File: src/rtl/spi_eng_pkg.sv
package spi_eng_pkg;

  localparam int SW   = 16;  // widest character, shift register width
  localparam int DIVW = 11;  // rate divider width
  localparam int LENW = 5;   // character length field width

  typedef struct packed {
    logic [DIVW-1:0] div;
    logic            lsbf;
    logic            cpha;
    logic            cpol;
    logic [LENW-1:0] len;
  } fmt_t;

  localparam int FMTW = $bits(fmt_t);

  function automatic logic [LENW-1:0] clamp_len(input logic [LENW-1:0] l);
    if (l < LENW'(2))       return LENW'(2);
    else if (l > LENW'(SW)) return LENW'(SW);
    else                    return l;
  endfunction

  function automatic logic [LENW:0] edge_total(input logic [LENW-1:0] l);
    return {l, 1'b0};
  endfunction

  function automatic logic [SW-1:0] len_mask(input logic [LENW-1:0] l);
    logic [SW:0] one_h;
    logic [SW:0] m;
    one_h = (SW+1)'(1);
    m = (one_h << l) - (SW+1)'(1);
    return m[SW-1:0];
  endfunction

  // place the first bit to leave at the head end of the shift register
  function automatic logic [SW-1:0] justify(input logic [SW-1:0] w,
                                            input logic [LENW-1:0] l,
                                            input logic lsbf);
    if (lsbf) return w;
    else      return w << (SW - int'(l));
  endfunction

  function automatic logic [SW-1:0] extract(input logic [SW-1:0] sh,
                                            input logic [LENW-1:0] l,
                                            input logic lsbf);
    if (lsbf) return sh >> (SW - int'(l));
    else      return sh & len_mask(l);
  endfunction

  function automatic logic head(input logic [SW-1:0] sh, input logic lsbf);
    return lsbf ? sh[0] : sh[SW-1];
  endfunction

  function automatic logic [SW-1:0] shift_in(input logic [SW-1:0] sh,
                                             input logic b,
                                             input logic lsbf);
    if (lsbf) return {b, sh[SW-1:1]};
    else      return {sh[SW-2:0], b};
  endfunction

endpackage

File: src/rtl/spi_fmt_bank.sv
module spi_fmt_bank
  import spi_eng_pkg::*;
#(
  parameter int NFMT = 4,
  parameter int IDXW = 2
) (
  input  logic            clk,
  input  logic            rst_n,
  input  logic            wr_en,
  input  logic [IDXW-1:0] wr_idx,
  input  fmt_t            wr_data,
  input  logic [IDXW-1:0] rd_idx,
  output fmt_t            rd_fmt
);

  localparam logic [LENW-1:0] RST_LEN = LENW'(8);

  fmt_t regs [NFMT];

  for (genvar g = 0; g < NFMT; g++) begin : g_slot
    always_ff @(posedge clk or negedge rst_n) begin
      if (!rst_n) begin
        regs[g]     <= '0;
        regs[g].len <= RST_LEN;
      end else if (wr_en && (wr_idx == IDXW'(g))) begin
        regs[g]     <= wr_data;
        regs[g].len <= clamp_len(wr_data.len);
      end
    end
  end

  assign rd_fmt = (int'(rd_idx) < NFMT) ? regs[rd_idx] : regs[0];


  len_range_chk: assert property (@(posedge clk) disable iff (!rst_n)
    (rd_fmt.len >= LENW'(2)) && (rd_fmt.len <= LENW'(SW)));

endmodule

File: src/rtl/spi_baud_gen.sv
module spi_baud_gen
  import spi_eng_pkg::*;
(
  input  logic            clk,
  input  logic            rst_n,
  input  logic            run,
  input  logic [DIVW-1:0] div,
  input  logic            cpol,
  output logic            tick_o,
  output logic            lead_o,
  output logic            sclk_o
);

  logic [DIVW-1:0] cnt;
  logic            act;

  assign tick_o = run && (cnt == div);
  assign lead_o = tick_o && !act;
  assign sclk_o = cpol ^ act;

  always_ff @(posedge clk or negedge rst_n) begin
    if (!rst_n) begin
      cnt <= '0;
      act <= 1'b0;
    end else if (!run) begin
      cnt <= '0;
      act <= 1'b0;
    end else if (tick_o) begin
      cnt <= '0;
      act <= ~act;
    end else begin
      cnt <= cnt + 1'b1;
    end
  end


  edge_gap_chk: assert property (@(posedge clk) disable iff (!rst_n)
    (tick_o && (div != '0)) |=> !tick_o);


  idle_level_chk: assert property (@(posedge clk) disable iff (!rst_n)
    (!run && $past(!run)) |-> (sclk_o == cpol));

endmodule

File: src/rtl/spi_slave_sync.sv
module spi_slave_sync (
  input  logic clk,
  input  logic rst_n,
  input  logic sclk_i,
  input  logic sdi_i,
  input  logic cpol,
  output logic lead_o,
  output logic trail_o,
  output logic sdi_o
);

  logic [2:0] ck_q;
  logic [1:0] d_q;
  logic       act_now, act_was;

  always_ff @(posedge clk or negedge rst_n) begin
    if (!rst_n) begin
      ck_q <= '0;
      d_q  <= '0;
    end else begin
      ck_q <= {ck_q[1:0], sclk_i};
      d_q  <= {d_q[0], sdi_i};
    end
  end

  assign act_now = ck_q[1] ^ cpol;
  assign act_was = ck_q[2] ^ cpol;
  assign lead_o  = act_now && !act_was;
  assign trail_o = !act_now && act_was;
  assign sdi_o   = d_q[1];


  sync_lead_gap_chk: assert property (@(posedge clk) disable iff (!rst_n)
    lead_o |=> !lead_o);

endmodule

File: src/rtl/spi_shift_core.sv
module spi_shift_core
  import spi_eng_pkg::*;
(
  input  logic          clk,
  input  logic          rst_n,
  input  logic          load_i,
  input  logic [SW-1:0] tx_word_i,
  input  fmt_t          fmt_i,
  input  logic          tick_i,
  input  logic          lead_i,
  input  logic          sdi_i,
  output logic          busy_o,
  output logic          sdo_o,
  output fmt_t          cur_o,
  output logic          fin_o,
  output logic [SW-1:0] fin_word_o
);

  fmt_t          cur;
  logic [SW-1:0] shreg, shreg_nxt, start_sh;
  logic [LENW:0] ecnt;
  logic          out_bit, busy;
  logic          accept, sample_ev, launch_ev, last_ev;

  assign accept    = load_i && !busy;
  assign sample_ev = busy && tick_i && (lead_i ^ cur.cpha);
  assign launch_ev = busy && tick_i && !(lead_i ^ cur.cpha);
  assign last_ev   = busy && tick_i && (ecnt == edge_total(cur.len) - 1'b1);
  assign shreg_nxt = sample_ev ? shift_in(shreg, sdi_i, cur.lsbf) : shreg;
  assign start_sh  = justify(tx_word_i, fmt_i.len, fmt_i.lsbf);

  always_ff @(posedge clk or negedge rst_n) begin
    if (!rst_n) begin
      cur     <= '0;
      shreg   <= '0;
      ecnt    <= '0;
      out_bit <= 1'b0;
      busy    <= 1'b0;
    end else if (accept) begin
      cur   <= fmt_i;
      shreg <= start_sh;
      ecnt  <= '0;
      busy  <= 1'b1;
      if (!fmt_i.cpha) out_bit <= head(start_sh, fmt_i.lsbf);
    end else if (busy && tick_i) begin
      shreg <= shreg_nxt;
      ecnt  <= ecnt + 1'b1;
      if (launch_ev) out_bit <= head(shreg, cur.lsbf);
      if (last_ev)   busy    <= 1'b0;
    end
  end

  assign busy_o     = busy;
  assign sdo_o      = out_bit;
  assign cur_o      = cur;
  assign fin_o      = last_ev;
  assign fin_word_o = extract(shreg_nxt, cur.len, cur.lsbf);


  ecnt_bound_chk: assert property (@(posedge clk) disable iff (!rst_n)
    busy |-> (ecnt < edge_total(cur.len)));


  load_ignored_chk: assert property (@(posedge clk) disable iff (!rst_n)
    (busy && load_i && !tick_i) |=> ($stable(shreg) && $stable(cur)));


  sdo_launch_chk: assert property (@(posedge clk) disable iff (!rst_n)
    $changed(out_bit) |-> $past(accept || launch_ev));

endmodule

File: src/rtl/spi_rx_hold.sv
module spi_rx_hold
  import spi_eng_pkg::*;
(
  input  logic          clk,
  input  logic          rst_n,
  input  logic          fin_i,
  input  logic [SW-1:0] word_i,
  input  logic          rd_i,
  output logic [SW-1:0] rx_data_o,
  output logic          rx_valid_o,
  output logic          overrun_o,
  output logic          done_o
);

  logic [SW-1:0] hold;
  logic          valid, ovr, done;

  always_ff @(posedge clk or negedge rst_n) begin
    if (!rst_n) begin
      hold  <= '0;
      valid <= 1'b0;
      ovr   <= 1'b0;
      done  <= 1'b0;
    end else begin
      done <= fin_i;
      if (fin_i) begin
        hold  <= word_i;
        valid <= 1'b1;
      end else if (rd_i) begin
        valid <= 1'b0;
      end
      if (rd_i)                        ovr <= 1'b0;
      else if (fin_i && valid)         ovr <= 1'b1;
    end
  end

  assign rx_data_o  = hold;
  assign rx_valid_o = valid;
  assign overrun_o  = ovr;
  assign done_o     = done;


  done_pulse_chk: assert property (@(posedge clk) disable iff (!rst_n)
    done |=> !done);


  ovr_rise_chk: assert property (@(posedge clk) disable iff (!rst_n)
    $rose(ovr) |-> $past(fin_i && valid && !rd_i));


  valid_on_done_chk: assert property (@(posedge clk) disable iff (!rst_n)
    done |-> valid);

endmodule

File: src/rtl/spi_word_engine.sv
module spi_word_engine
  import spi_eng_pkg::*;
#(
  parameter int NFMT = 4,
  parameter int IDXW = (NFMT > 1) ? $clog2(NFMT) : 1
) (
  input  logic            clk,
  input  logic            rst_n,
  input  logic            master_en,
  input  logic            fmt_wr_en,
  input  logic [IDXW-1:0] fmt_wr_idx,
  input  logic [FMTW-1:0] fmt_wr_data,
  input  logic            tx_load,
  input  logic [SW-1:0]   tx_word,
  input  logic [IDXW-1:0] tx_fmt,
  input  logic            rx_read,
  input  logic            sclk_i,
  input  logic            sdi,
  output logic            sclk_o,
  output logic            sdo,
  output logic            busy,
  output logic            done,
  output logic [SW-1:0]   rx_data,
  output logic            rx_valid,
  output logic            overrun
);

  fmt_t          sel_fmt, cur_fmt, wr_fmt;
  logic          core_busy, run;
  logic          m_tick, m_lead;
  logic          s_lead, s_trail, s_sdi;
  logic          tick, lead, sdi_mux;
  logic          fin;
  logic [SW-1:0] fin_word;

  assign wr_fmt = fmt_t'(fmt_wr_data);

  spi_fmt_bank #(.NFMT(NFMT), .IDXW(IDXW)) u_fmt (
    .clk     (clk),
    .rst_n   (rst_n),
    .wr_en   (fmt_wr_en),
    .wr_idx  (fmt_wr_idx),
    .wr_data (wr_fmt),
    .rd_idx  (tx_fmt),
    .rd_fmt  (sel_fmt)
  );

  assign run = core_busy && master_en;

  spi_baud_gen u_baud (
    .clk    (clk),
    .rst_n  (rst_n),
    .run    (run),
    .div    (cur_fmt.div),
    .cpol   (cur_fmt.cpol),
    .tick_o (m_tick),
    .lead_o (m_lead),
    .sclk_o (sclk_o)
  );

  spi_slave_sync u_sync (
    .clk     (clk),
    .rst_n   (rst_n),
    .sclk_i  (sclk_i),
    .sdi_i   (sdi),
    .cpol    (cur_fmt.cpol),
    .lead_o  (s_lead),
    .trail_o (s_trail),
    .sdi_o   (s_sdi)
  );

  assign tick    = master_en ? m_tick : (s_lead || s_trail);
  assign lead    = master_en ? m_lead : s_lead;
  assign sdi_mux = master_en ? sdi    : s_sdi;

  spi_shift_core u_core (
    .clk        (clk),
    .rst_n      (rst_n),
    .load_i     (tx_load),
    .tx_word_i  (tx_word),
    .fmt_i      (sel_fmt),
    .tick_i     (tick),
    .lead_i     (lead),
    .sdi_i      (sdi_mux),
    .busy_o     (core_busy),
    .sdo_o      (sdo),
    .cur_o      (cur_fmt),
    .fin_o      (fin),
    .fin_word_o (fin_word)
  );

  spi_rx_hold u_rx (
    .clk        (clk),
    .rst_n      (rst_n),
    .fin_i      (fin),
    .word_i     (fin_word),
    .rd_i       (rx_read),
    .rx_data_o  (rx_data),
    .rx_valid_o (rx_valid),
    .overrun_o  (overrun),
    .done_o     (done)
  );

  assign busy = core_busy;


  done_after_busy_chk: assert property (@(posedge clk) disable iff (!rst_n)
    done |-> (!busy && $past(busy)));

endmodule

File: config.mk
export PLATFORM = sky130hd
export DESIGN_NAME = spi_word_engine
export DESIGN_NICKNAME = d
export VERILOG_FILES = /design/src/rtl/spi_eng_pkg.sv /design/src/rtl/spi_fmt_bank.sv /design/src/rtl/spi_baud_gen.sv /design/src/rtl/spi_slave_sync.sv /design/src/rtl/spi_shift_core.sv /design/src/rtl/spi_rx_hold.sv /design/src/rtl/spi_word_engine.sv
export SDC_FILE = /design/constraint.sdc
export NUM_CORES = 1
export LEC_CHECK = 0
export CORE_AREA = 3 3 196 150
export CTS_CLUSTER_SIZE = 10
export DETAILED_ROUTE_END_ITERATION = 7
export DIE_AREA = 0 0 199 153
export DONT_BUFFER_PORTS = 1
export PLACE_DENSITY = 0.58
export SETUP_SLACK_MARGIN = 0.02
export SLEW_MARGIN = 20
export SYNTH_ARGS = -nofsm -noshare
export SYNTH_HDL_FRONTEND = slang
export SYNTH_SLANG_ARGS = --single-unit
File: constraint.sdc
create_clock -name clk -period 4 [get_ports clk]
set_clock_uncertainty 0.05 [all_clocks]
set_input_delay 0.6 -clock clk [delete_from_list [all_inputs] [get_ports clk]]
set_output_delay 0.6 -clock clk [all_outputs]
set_load 0.05 [all_outputs]
# Yosys cells after proc, flatten, opt, wreduce, memory -nomap -nowiden
# Cells that the tools add are included.
[op_classes] addsub=6 n_mul=0 n_div=0 order_cmp=3 eq_ne=7 n_shift=3 n_mux=33 bitwise_logic=7 reduce_logical=29
[ops] operator="$mux W16" n=6
[ops] operator="$bmux W19 S2" n=1
[ops] operator="$mux W19" n=2
[ops] operator="$shl A16 B32 Y16" n=1
[ops] operator="$shr A16 B32 Y16" n=1
[ops] operator="$mux W11" n=2
[ops] operator="$mux W1" n=18
[ops] operator="$and A16 B16 Y16" n=1
[ops] operator="$shl A1 B5 Y16 const A" n=1
[ops] operator="$sub A16 B1 Y16 const B" n=1
[ops] operator="$logic_and A1 B1 Y1" n=15
[ops] operator="$mux W6" n=2
[ops] operator="$sub A5 B5 Y6 const A" n=2
[ops] operator="$add A11 B1 Y11 const B" n=1
[ops] operator="$eq A11 B11 Y1" n=1
[ops] operator="$mux W5" n=2
[ops] operator="$reduce_bool A2 Y1" n=5
[ops] operator="$add A6 B1 Y6 const B" n=1
[ops] operator="$eq A6 B6 Y1" n=1
[ops] operator="$sub A6 B1 Y6 const B" n=1
[ops] operator="$gt A5 B5 Y1 const B" n=1
[ops] operator="$logic_not A1 Y1" n=5
[ops] operator="$lt A5 B2 Y1 const B" n=1
[ops] operator="$eq A2 B2 Y1 const B" n=2
[ops] operator="10 further kinds" n=14
[word_totals] regBits=155 latch_bits=0 mem_bits_rw=0 romBits=0 inputBits=47 word_cells=125 mem_count=0

# Longest topological paths before layout
# Gate-level depths: netlist (run 1).
[depth] word_depth=10 depth_mapped=15 depth_no_buf=11

# Modules after synthesis
# Synthesis (run 1) repeated with hierarchy kept, for this count alone.
[unflattened] hier_cells=962 area_unflattened_um2=9331.4
[modules_own_cells] module="spi_shift_core" n_inst=1 cells_per_inst=591 area_per_inst_um2=4361.7
[modules_own_cells] module="spi_fmt_bank" n_inst=1 cells_per_inst=244 area_per_inst_um2=3324.4
[modules_own_cells] module="spi_rx_hold" n_inst=1 cells_per_inst=41 area_per_inst_um2=738.2
[modules_own_cells] module="spi_baud_gen" n_inst=1 cells_per_inst=71 area_per_inst_um2=705.7
[modules_own_cells] module="spi_slave_sync" n_inst=1 cells_per_inst=9 area_per_inst_um2=158.9
[modules_own_cells] module="spi_word_engine" n_inst=1 cells_per_inst=6 area_per_inst_um2=42.5

# Least setup slack after synthesis (run 1)
# Ideal clock, no wire load.
[synth_path] path_type="in2reg" from="input tx_fmt[0]" to="register u_core.out_bit (netlist: u_core.sdo_o)" setup_ps=70 arrival_time_ps=3274 path_slack_ps=607 cell_stages=13 cell_sequence="buf_6 > mux4_2 > buf_6 > buf_2 > inv_1 > ha_1 > inv_1 > o31a_1 > nor3_2 > nand3_2 > o221a_1 > a211o_1 > nand3b_1"
[synth_between] elab_chain_cells=10
[synth_lines] item="from (decl)" line="spi_word_engine.sv:15" rtl="input logic [IDXW-1:0] tx_fmt,"
[synth_lines] item="$not A2 Y3 (implied by the code) *" line="spi_fmt_bank.sv:32" rtl="assign rd_fmt = (int'(rd_idx) < NFMT) ? regs[rd_idx] : regs[0];"
[synth_lines] item="$bmux W19 S2 *" line="spi_fmt_bank.sv:32"
[synth_lines] item="$mux W19 (implied by the code) * (2 in a row)" line="spi_fmt_bank.sv:32"
[synth_lines] item="$sub A5 B5 Y6" line="spi_eng_pkg.sv:40" rtl="else return w << (SW - int'(l));"
[synth_lines] item="$shl A16 B32 Y16" line="spi_eng_pkg.sv:40"
[synth_lines] item="$mux W16" line="spi_eng_pkg.sv:39" rtl="if (lsbf) return w;"
[synth_lines] item="$mux W1" line="spi_eng_pkg.sv:51" rtl="return lsbf ? sh[0] : sh[SW-1];"
[synth_lines] item="$mux W1" line="spi_shift_core.sv:44" rtl="if (!fmt_i.cpha) out_bit <= head(start_sh, fmt_i.lsbf);"
[synth_lines] item="$mux W1" line="spi_shift_core.sv:39" rtl="end else if (accept) begin"
[synth_lines] item="to (signal assigned)" line="spi_shift_core.sv:44"
[synth_lines] item="to (signal assigned)" line="spi_shift_core.sv:48" rtl="if (launch_ev) out_bit <= head(shreg, cur.lsbf);"
[synth_lines] item="to (decl)" line="spi_shift_core.sv:22" rtl="logic out_bit, busy;"
# Every way passes the cells marked *; elsewhere a longest branch is shown, timed or not. The select of a mux whose other input is x is not followed.
# A chain may end at the register's enable or synchronous reset.

# Worst setup path after layout (run 1)
[layout_path] from="register u_core.cur (netlist bit u_core.cur_o[0])" to="register u_rx.hold[13] (netlist: u_rx.rx_data_o[13])"
[layout_between] elab_chain_cells=4
[layout_lines] item="from (decl)" line="spi_shift_core.sv:19" rtl="fmt_t cur;"
[layout_lines] item="from (signal assigned)" line="spi_shift_core.sv:40" rtl="cur <= fmt_i;"
[layout_lines] item="$shl A1 B5 Y16" line="spi_eng_pkg.sv:31" rtl="m = (one_h << l) - (SW+1)'(1);"
[layout_lines] item="$sub A16 B1 Y16" line="spi_eng_pkg.sv:31"
[layout_lines] item="$and A16 B16 Y16" line="spi_eng_pkg.sv:47" rtl="else return sh & len_mask(l);"
[layout_lines] item="$mux W16" line="spi_eng_pkg.sv:46" rtl="if (lsbf) return sh >> (SW - int'(l));"
[layout_lines] item="to (signal assigned)" line="spi_rx_hold.sv:27" rtl="hold <= word_i;"
[layout_lines] item="to (decl)" line="spi_rx_hold.sv:15" rtl="logic [SW-1:0] hold;"
# Several ways; a longest one is shown, not always the timed one.

==> Implementation_results.wiki, run 1 <==
{| class="wikitable"
! Metric !! Value
|-
| Diode count || 0
|-
| Number of nets produced by synthesis || ~1100
|-
| DR iter-0 viols || 903
|-
| Total number of vias || 7998
|-
| Kind of capture point of the worst setup path || flop
|-
| Worst endpoint required time || between 4 and 5 ns
|-
| Detailed placer's ending HPWL || 20550 um
|-
| Slew at the pin closest to its max-slew limit || about 1.1 ns
|-
| Hold Crit Class || primary input to async pin
|-
| Number of pins exceeding their max-slew limit in the final report || 0
|-
| Max-cap violations || 0
|-
| Peak ir drop on the vdd network || 0.3700 mV
|-
| Cell repeated most along the worst path || a21oi_1
|-
| Violations in the final reports || negative hold slack
|-
| # port buffers || 0
|-
| Predominant post-synthesis flop cell || dfrtp_1
|-
| Period utilization || 84.64%
|-
| Fraction of layout instances using a drive strength above 1 || 15.67%
|-
| Amount of wire on met3 after detailed routing || about 2400 um
|-
| Worst setup path startpoint || u_core.cur_o[0]
|-
| Sequence of cells on the critical path || clkinv_1 -> ha_1 -> nor3_1 -> nor2_1 -> o31ai_1 -> and3_1 -> a211oi_1 -> a21oi_1 -> o32a_1 -> a21oi_1
|-
| Count of final hold-check violations || 151
|-
| Total of flip-flops plus latches after synthesis || 155
|-
| Fin util || 38.26%
|-
| Multi-input gate area in the final layout || 5380 um^2
|-
| Setup repair after global routing missed its margin || false
|-
| DIE WIDTH || 199 um
|-
| Vias in the first global route || a little under 8000
|-
| Setup bufs post-CTS || 0
|-
| Crit path largest cell delay || 0.64 ns
|-
| Worst R2R Setup Slack || 0.61 ns
|-
| Antenna violations before repair || 0
|-
| R2r worst-path depth || 10
|-
| Vertical die dimension || around 150 um
|-
| Share of Yosys cell area claimed by the top area cell type || between 30 and 40%
|-
| Clock buffer count from CTS || 17
|-
| Post-synthesis sequential area ratio || 40.25%
|-
| Starting density of the core || 34.72%
|-
| DRC Markers || 0
|-
| Post-route ant nets || 0
|-
| Critical Path Source Type || flop
|-
| Number of standard cells after synthesis || 1024
|-
| Remaining Overflow, GRT || 0
|-
| CTS clk-pin slew, worst paths || 0.07 ns
|-
| Number of gates resized after cts || 0
|-
| CP max stage cell || dfrtp_1
|-
| Post-place instance area || 10010 um^2
|-
| Status || finished with violations
|-
| Placer Congestion || 0.9532
|-
| Area contributors post-synth || dfrtp_1 39%, nand2_1 6.9%, mux4_2 6.3%
|-
| Total of endpoints with negative setup slack in the final report || 0
|-
| Setup TNS || 0 ns
|-
| Maximum fanout along the worst path || 12
|-
| Highest metal used || met4
|-
| H-tree Lvls || 4
|-
| Root Buffer Master || clkbuf_16
|-
| Most frequent cell after synthesis || nand2_1
|-
| Vias/cell || 5.829
|-
| Library cell occupying the most area in the post-synthesis netlist || dfrtp_1
|-
| Capture instance of the worst register-to-register path || u_rx.rx_data_o[13]
|-
| Static power due to leakage || 4.305 nW
|-
| Data arrival at the endpoint of the critical path || 3.65 ns
|-
| Routed Wire Length || 28820 um
|-
| Deepest clock path buffer count || 2
|-
| Final net count || 1060
|-
| Post-route cell area || 10630 um^2
|-
| Routed WL per cell || approximately 21 um
|-
| Share of async-settable or async-resettable flops after synthesis || 100.0%
|-
| Core region area || 27790 um^2
|-
| Power per cell area || 873.0 nW/um^2
|-
| Routed met2 length || 12530 um
|-
| Post-synth EDFFs || 0
|-
| Family of cells with the greatest summed delay on the critical path || compound AO/OA/AOI/OAI gates
|-
| FF/Latch Area || 3884 um^2
|-
| Worst Hold Slack || -0.1850 ns
|-
| Number of cells on the critical path || 10
|-
| Wl on met1 || 13360 um
|-
| Post-synth design cell area || 9648 um^2
|-
| Placed Instances || 1340
|-
| Syn_area_per_cell || around 9.4 um^2
|-
| Yosys synthesis warning count || 0
|-
| Reg-to-Reg Start || u_core.cur_o[0]
|-
| CTS tree || yes
|-
| Area Overhead vs Synth || 10.18%
|-
| Number of standard cells in the final layout excluding fillers || 1372
|-
| Crit Path Class || flop to flop
|-
| Slew margin rel. || approximately 25%
|-
| Time the worst path needs with I/O delays and setup || ~3.4 ns
|-
| TritonRoute pass-1 iters || 6
|-
| Maximum number of pins on one net before global-route repair || 156
|-
| # IOs || between 60 and 70
|-
| Termination of the worst setup path || u_rx.rx_data_o[13]
|-
| Ranking of synthesized cells by instance count || 177 x nand2_1, 151 x dfrtp_1, 79 x nor2_1
|-
| Num Clock Sinks || 155
|-
| Overall global routing resource usage || 19.29%
|-
| Worst skew pair latency || 0.44 ns
|-
| FILL cells || between 2000 and 3000
|-
| Placement Rows || 53
|-
| Die ar. || about 30000 um^2
|-
| Fmax || between 200 and 300 MHz
|-
| CP bufs+invs || 1
|-
| Global-route wire length before repair || 46150 um
|-
| Synth unique cells || between 70 and 80
|}
[metal layers]
| metal | vias up | GRT usage (%) |
|---|---|---|
| li1 | 3662 | - |
| met1 | 3960 | 28.31 |
| met2 | 331 | 28.54 |
| met3 | 45 | 5.112 |
| met4 | 0 | 4.415 |
| met5 | - | 0 |
[logic make-up (layout without fill, tap and decap cells)]
group / after synthesis / count (layout) / share of synthesized area [%]
simple gates: 361 / 361 / 16.68
compound gates: 236 / 236 / 16.30
flops: 155 / 155 / 40.25
mux: 124 / 124 / 17.09
buf+inv: 93 / 84 / 4.176
xor+xnor: 44 / 44 / 4.072
fa+ha+maj: 11 / 11 / 1.427
[power breakdown]
part | switching [mW] | internal (mW) | leakage, nW
logic | 3.08 | 1.81 | 2.08
registers | 0.729 | 1.98 | 1.93
clock network | 0.821 | 0.865 | 0.295
total | 4.63 | 4.65 | 4.31
[how the worst min path moves through the flow]
stage,startpoint,endpoint
detailed placement,rst_n,u_sync.d_q[1]
finish,rst_n,u_sync.d_q[1]
floorplan,rst_n,u_baud.act
global route,rst_n,u_sync.d_q[0]
global placement,rst_n,u_sync.d_q[1]
CTS,rst_n,u_sync.d_q[1]
[flip-flops by register name, summed over array words and instances, names as in the netlist, 2 cells and up]
| register | flops |
|---|---|
| u_core.cur_o | 19 |
| u_sync.d_q | 2 |
| u_core.shreg | 16 |
| u_sync.ck_q | 3 |
| u_rx.rx_data_o | 16 |
| u_baud.cnt | 11 |
| u_core.ecnt | 6 |
| u_fmt.regs | 76 |
[cell usage in the layout, fill, tap and decap left out, types with 8 or more instances in the layout]
master	Yosys	routed
a211oi_1	12	12
a21oi_1	37	37
a31oi_1	16	16
buf_4	2	26
clkbuf_16	0	17
dfrtp_1	151	151
ha_1	11	11
inv_1	23	23
mux2_2	52	52
mux2i_1	44	44
mux4_2	27	27
nand2_1	177	177
nand3_1	34	34
nand4_1	9	9
nor2_1	79	79
nor3_1	15	15
o211ai_1	19	19
o21ai_0	67	67
o221ai_1	8	8
o22ai_1	12	12
xnor2_1	29	29
xor2_1	14	14
[layout make-up]
type,instances,share of cell area (%)
repair buffers,27,2.024
clock buffers,18,4.131
flip-flops and latches,155,36.53
inverters,25,0.8828
multi-input cells,776,50.61
well taps,357,4.202
clock inverters,14,1.613
[worst register-to-register path: cells and delay by family, from the launching register on]
kind	cells	cell delay, ns
adder cells (fa/ha/maj)	1	0.37
flip-flops	1	0.64
AO/OA/AOI/OAI	5	1.16
buffers and inverters	1	0.22
AND/OR/NAND/NOR	3	0.83
[stage by stage]
stage          worst slack (ns)  hold WS (ns)  total power, mW
2_1_floorplan            0.6065        0.2544            6.054
3_3_place_gp             0.7281        0.2679            7.488
3_5_place_dp             0.7104        0.2668            7.469
4_1_cts                  0.7056       -0.2033            9.186
5_1_grt                  0.3855       -0.2116            9.845
6_report                 0.6143       -0.1850            9.280
Power figures use the tool's default switching activity.
==> run 2: changes to the inputs <==
Settings changed: PLACE_DENSITY 0.58 to 0.59.
Clock period 4 ns to 3.03 ns, I/O delays scaled along.
==> run 2 against run 1 <==
The flow still finishes with violations (negative hold slack). Register-to-register slack lost 0.56 ns. Flip-flop and latch count is the same. Core utilization grew 1.8 points. Die area is the same. Power grew 42%. Critical path depth is the same. First-iteration DRC count shrank 1.8%. Routed wire length grew 1.6%. Hold slack lost 0.13 ns. Global-route usage is essentially flat. Critical endpoint is now u_rx.rx_data_o[0].
==> Implementation_results.wiki, run 2 (synthesis results as in run 1) <==
{| class="wikitable"
! Metric !! Value
|-
| Violations in the final reports || negative hold slack
|-
| Remaining Overflow, GRT || 0
|-
| Slew at the pin closest to its max-slew limit || 0.9263 ns
|-
| Maximum fanout along the worst path || 12
|-
| DRC Markers || 0
|-
| DR iter-0 viols || 887
|-
| CTS tree || yes
|-
| Placement Rows || 53
|-
| Deepest clock path buffer count || 2
|-
| Crit Path Class || flop to flop
|-
| # port buffers || 0
|-
| Peak ir drop on the vdd network || 0.5054 mV
|-
| Detailed placer's ending HPWL || 21090 um
|-
| Top reg by flops || u_fmt.regs
|-
| Setup TNS || 0 ns
|-
| Global-route wire length before repair || between 40000 and 50000 um
|-
| Number of pins exceeding their max-slew limit in the final report || 0
|-
| Placer Congestion || roughly 0.98
|-
| # IOs || 69
|-
| CTS clk-pin slew, worst paths || 0.08 ns
|-
| Total of endpoints with negative setup slack in the final report || 0
|-
| Total number of vias || 8227
|-
| Count of final hold-check violations || 155
|-
| Starting density of the core || 34.72%
|-
| Post-place instance area || 10390 um^2
|-
| DIE WIDTH || 199 um
|-
| Fmax || 336.2 MHz
|-
| Proportion of total power due to net switching || 47.86%
|-
| Hold Crit Class || primary input to async pin
|-
| Vias/cell || about 5.8
|-
| Vertical die dimension || 153 um
|-
| Time the worst path needs with I/O delays and setup || 2.975 ns
|-
| Kind of capture point of the worst setup path || flop
|-
| CP max stage cell || or4_4
|-
| Area Overhead vs Synth || 15.37%
|-
| Vias in the first global route || 8010
|-
| Switching power summed over all nets || roughly 6.3 mW
|-
| Total internal power || 6.851 mW
|-
| Number of flip-flops under the largest register name || 76
|-
| Relative contribution of combinational cells to total power || 56.3%
|-
| Core region area || 27790 um^2
|-
| Commonest cells after routing, fill and taps aside || 177 x nand2_1, 148 x dfrtp_1, 79 x nor2_1
|-
| Num Clock Sinks || roughly 160
|-
| Period utilization || a little over nine tenths
|-
| Crit path largest cell delay || 0.47 ns
|-
| Worst Hold Slack || -0.3185 ns
|-
| Clock buffer count from CTS || 17
|-
| Post-route ant nets || 0
|-
| Setup repair after global routing missed its margin || true
|-
| Pwr Total || 13.14 mW
|-
| Family of cells with the greatest summed delay on the critical path || compound AO/OA/AOI/OAI gates
|-
| Fraction of layout instances using a drive strength above 1 || 21.07%
|-
| Hold buffer count at cts || 2
|-
| Overall global routing resource usage || 19.30%
|-
| Final net count || 1113
|-
| H-tree Lvls || 4
|-
| Sequence of cells on the critical path || nor2b_4 -> mux2_4 -> or4_4 -> a21oi_4 -> buf_12 -> buf_4 -> mux2i_1 -> nor3_1 -> o31ai_1 -> o211ai_1
|-
| CP bufs+invs || 2
|-
| Worst Setup Slack post-DPL || approximately 0.08 ns
|-
| TritonRoute pass-1 iters || 8
|-
| Routed Wire Length || 29290 um
|-
| Die ar. || roughly 30000 um^2
|-
| Static power due to leakage || 4.588 nW
|-
| Routed WL per cell || 20.55 um
|-
| Critical Path Source Type || flop
|-
| Root Buffer Master || clkbuf_16
|-
| Data arrival at the endpoint of the critical path || about 3.2 ns
|-
| Portion of total power attributed to the clock network || approximately 17%
|-
| Post-route cell area || 11130 um^2
|-
| Slew margin rel. || 37.46%
|-
| Power per cell area || around 1200 nW/um^2
|-
| Worst skew pair latency || 0.42 ns
|-
| PnR worst setup slack || 0.05535 ns
|-
| Portion of total power attributed to sequential cells || 26.6%
|-
| Worst endpoint required time || 3.27 ns
|-
| Diode count || 0
|-
| Max-cap violations || 0
|-
| Maximum number of pins on one net before global-route repair || 156
|-
| Most common cell after layout, fill and taps aside || nand2_1
|-
| Status || finished with violations
|-
| Antenna violations before repair || 0
|}
run 2: changes by cell type in the layout (fill, tap and decap cells not counted), sizes merged:
cell | previous run | this run
buf | 27 | 77
dlygate4sd3 | 0 | 2
bufinv | 0 | 1
run 2: worst paths after layout:
kind	startpoint	slack [ns]	cells past startpoint	to
max in group asynchronous	rst_n	2.91	0	u_core.cur_o[1]
worst max register to register	u_baud.act	0.06	10	u_rx.rx_data_o[0]
worst min register to register	u_sync.d_q[0]	0.30	0	u_sync.d_q[1]
worst min-delay path	rst_n	-0.32	0	u_sync.d_q[0]
worst max-delay path	u_baud.act	0.06	10	u_rx.rx_data_o[0]
min in group clk	rx_read	0.04	1	u_rx.overrun_o
run 2: what timing repair did:
| action | CTS | global route |
|---|---|---|
| endpoints found under the hold margin | 157 | 155 |
| setup endpoints to repair | 0 | 13 |
| buffers inserted | 0 | 4 |
| gates resized for setup | 0 | 13 |
run 2: layer usage:
metal  vias up  wire length [um]  global-route usage (%)
li1       3792                 -                       -
met1      4008             13460                   28.26
met2       365             12550                   27.67
met3        60              2611                   5.553
met4         2               625                   5.452
met5         -                41                  0.9662
run 2: through the flow:
| stage | util, % | cells |
|---|---|---|
| final | 40.06 | 1425 |
| after global routing | 40.06 | 1425 |
| after CTS | 39.70 | 1420 |
| after detailed placement | 37.39 | 1386 |
| after global placement | 37.39 | 1386 |
| after floorplan | - | 1024 |
run 2: worst reg2reg max path: cells and delay by family (launching register included):
family	cells	cell delay, ns
AOI/OAI and AO/OA	3	0.81
muxes	2	0.58
buffers and inverters	2	0.31
DFF	1	0.41
and+or+nand+nor	3	0.69
run 2: power groups by stage:
stage               registers [mW]  clock network (mW)  logic [mW]
CTS                           3.48                2.29        6.99
global placement              3.50                   0        6.94
global route                  3.57                2.37        7.94
floorplan                     3.32                   0        4.69
finish                        3.50                2.25        7.39
detailed placement            3.50                   0        6.94
run 2: layout make-up:
class | instances | area, um^2
clock inverters | 15 | 196.4
multi-input cells | 776 | 5428
inverters | 25 | 95.09
clock buffers | 17 | 425.4
well taps | 357 | 446.7
flip-flops and latches | 155 | 3887
fillers | 2677 | 16650
repair buffers | 80 | 651.9
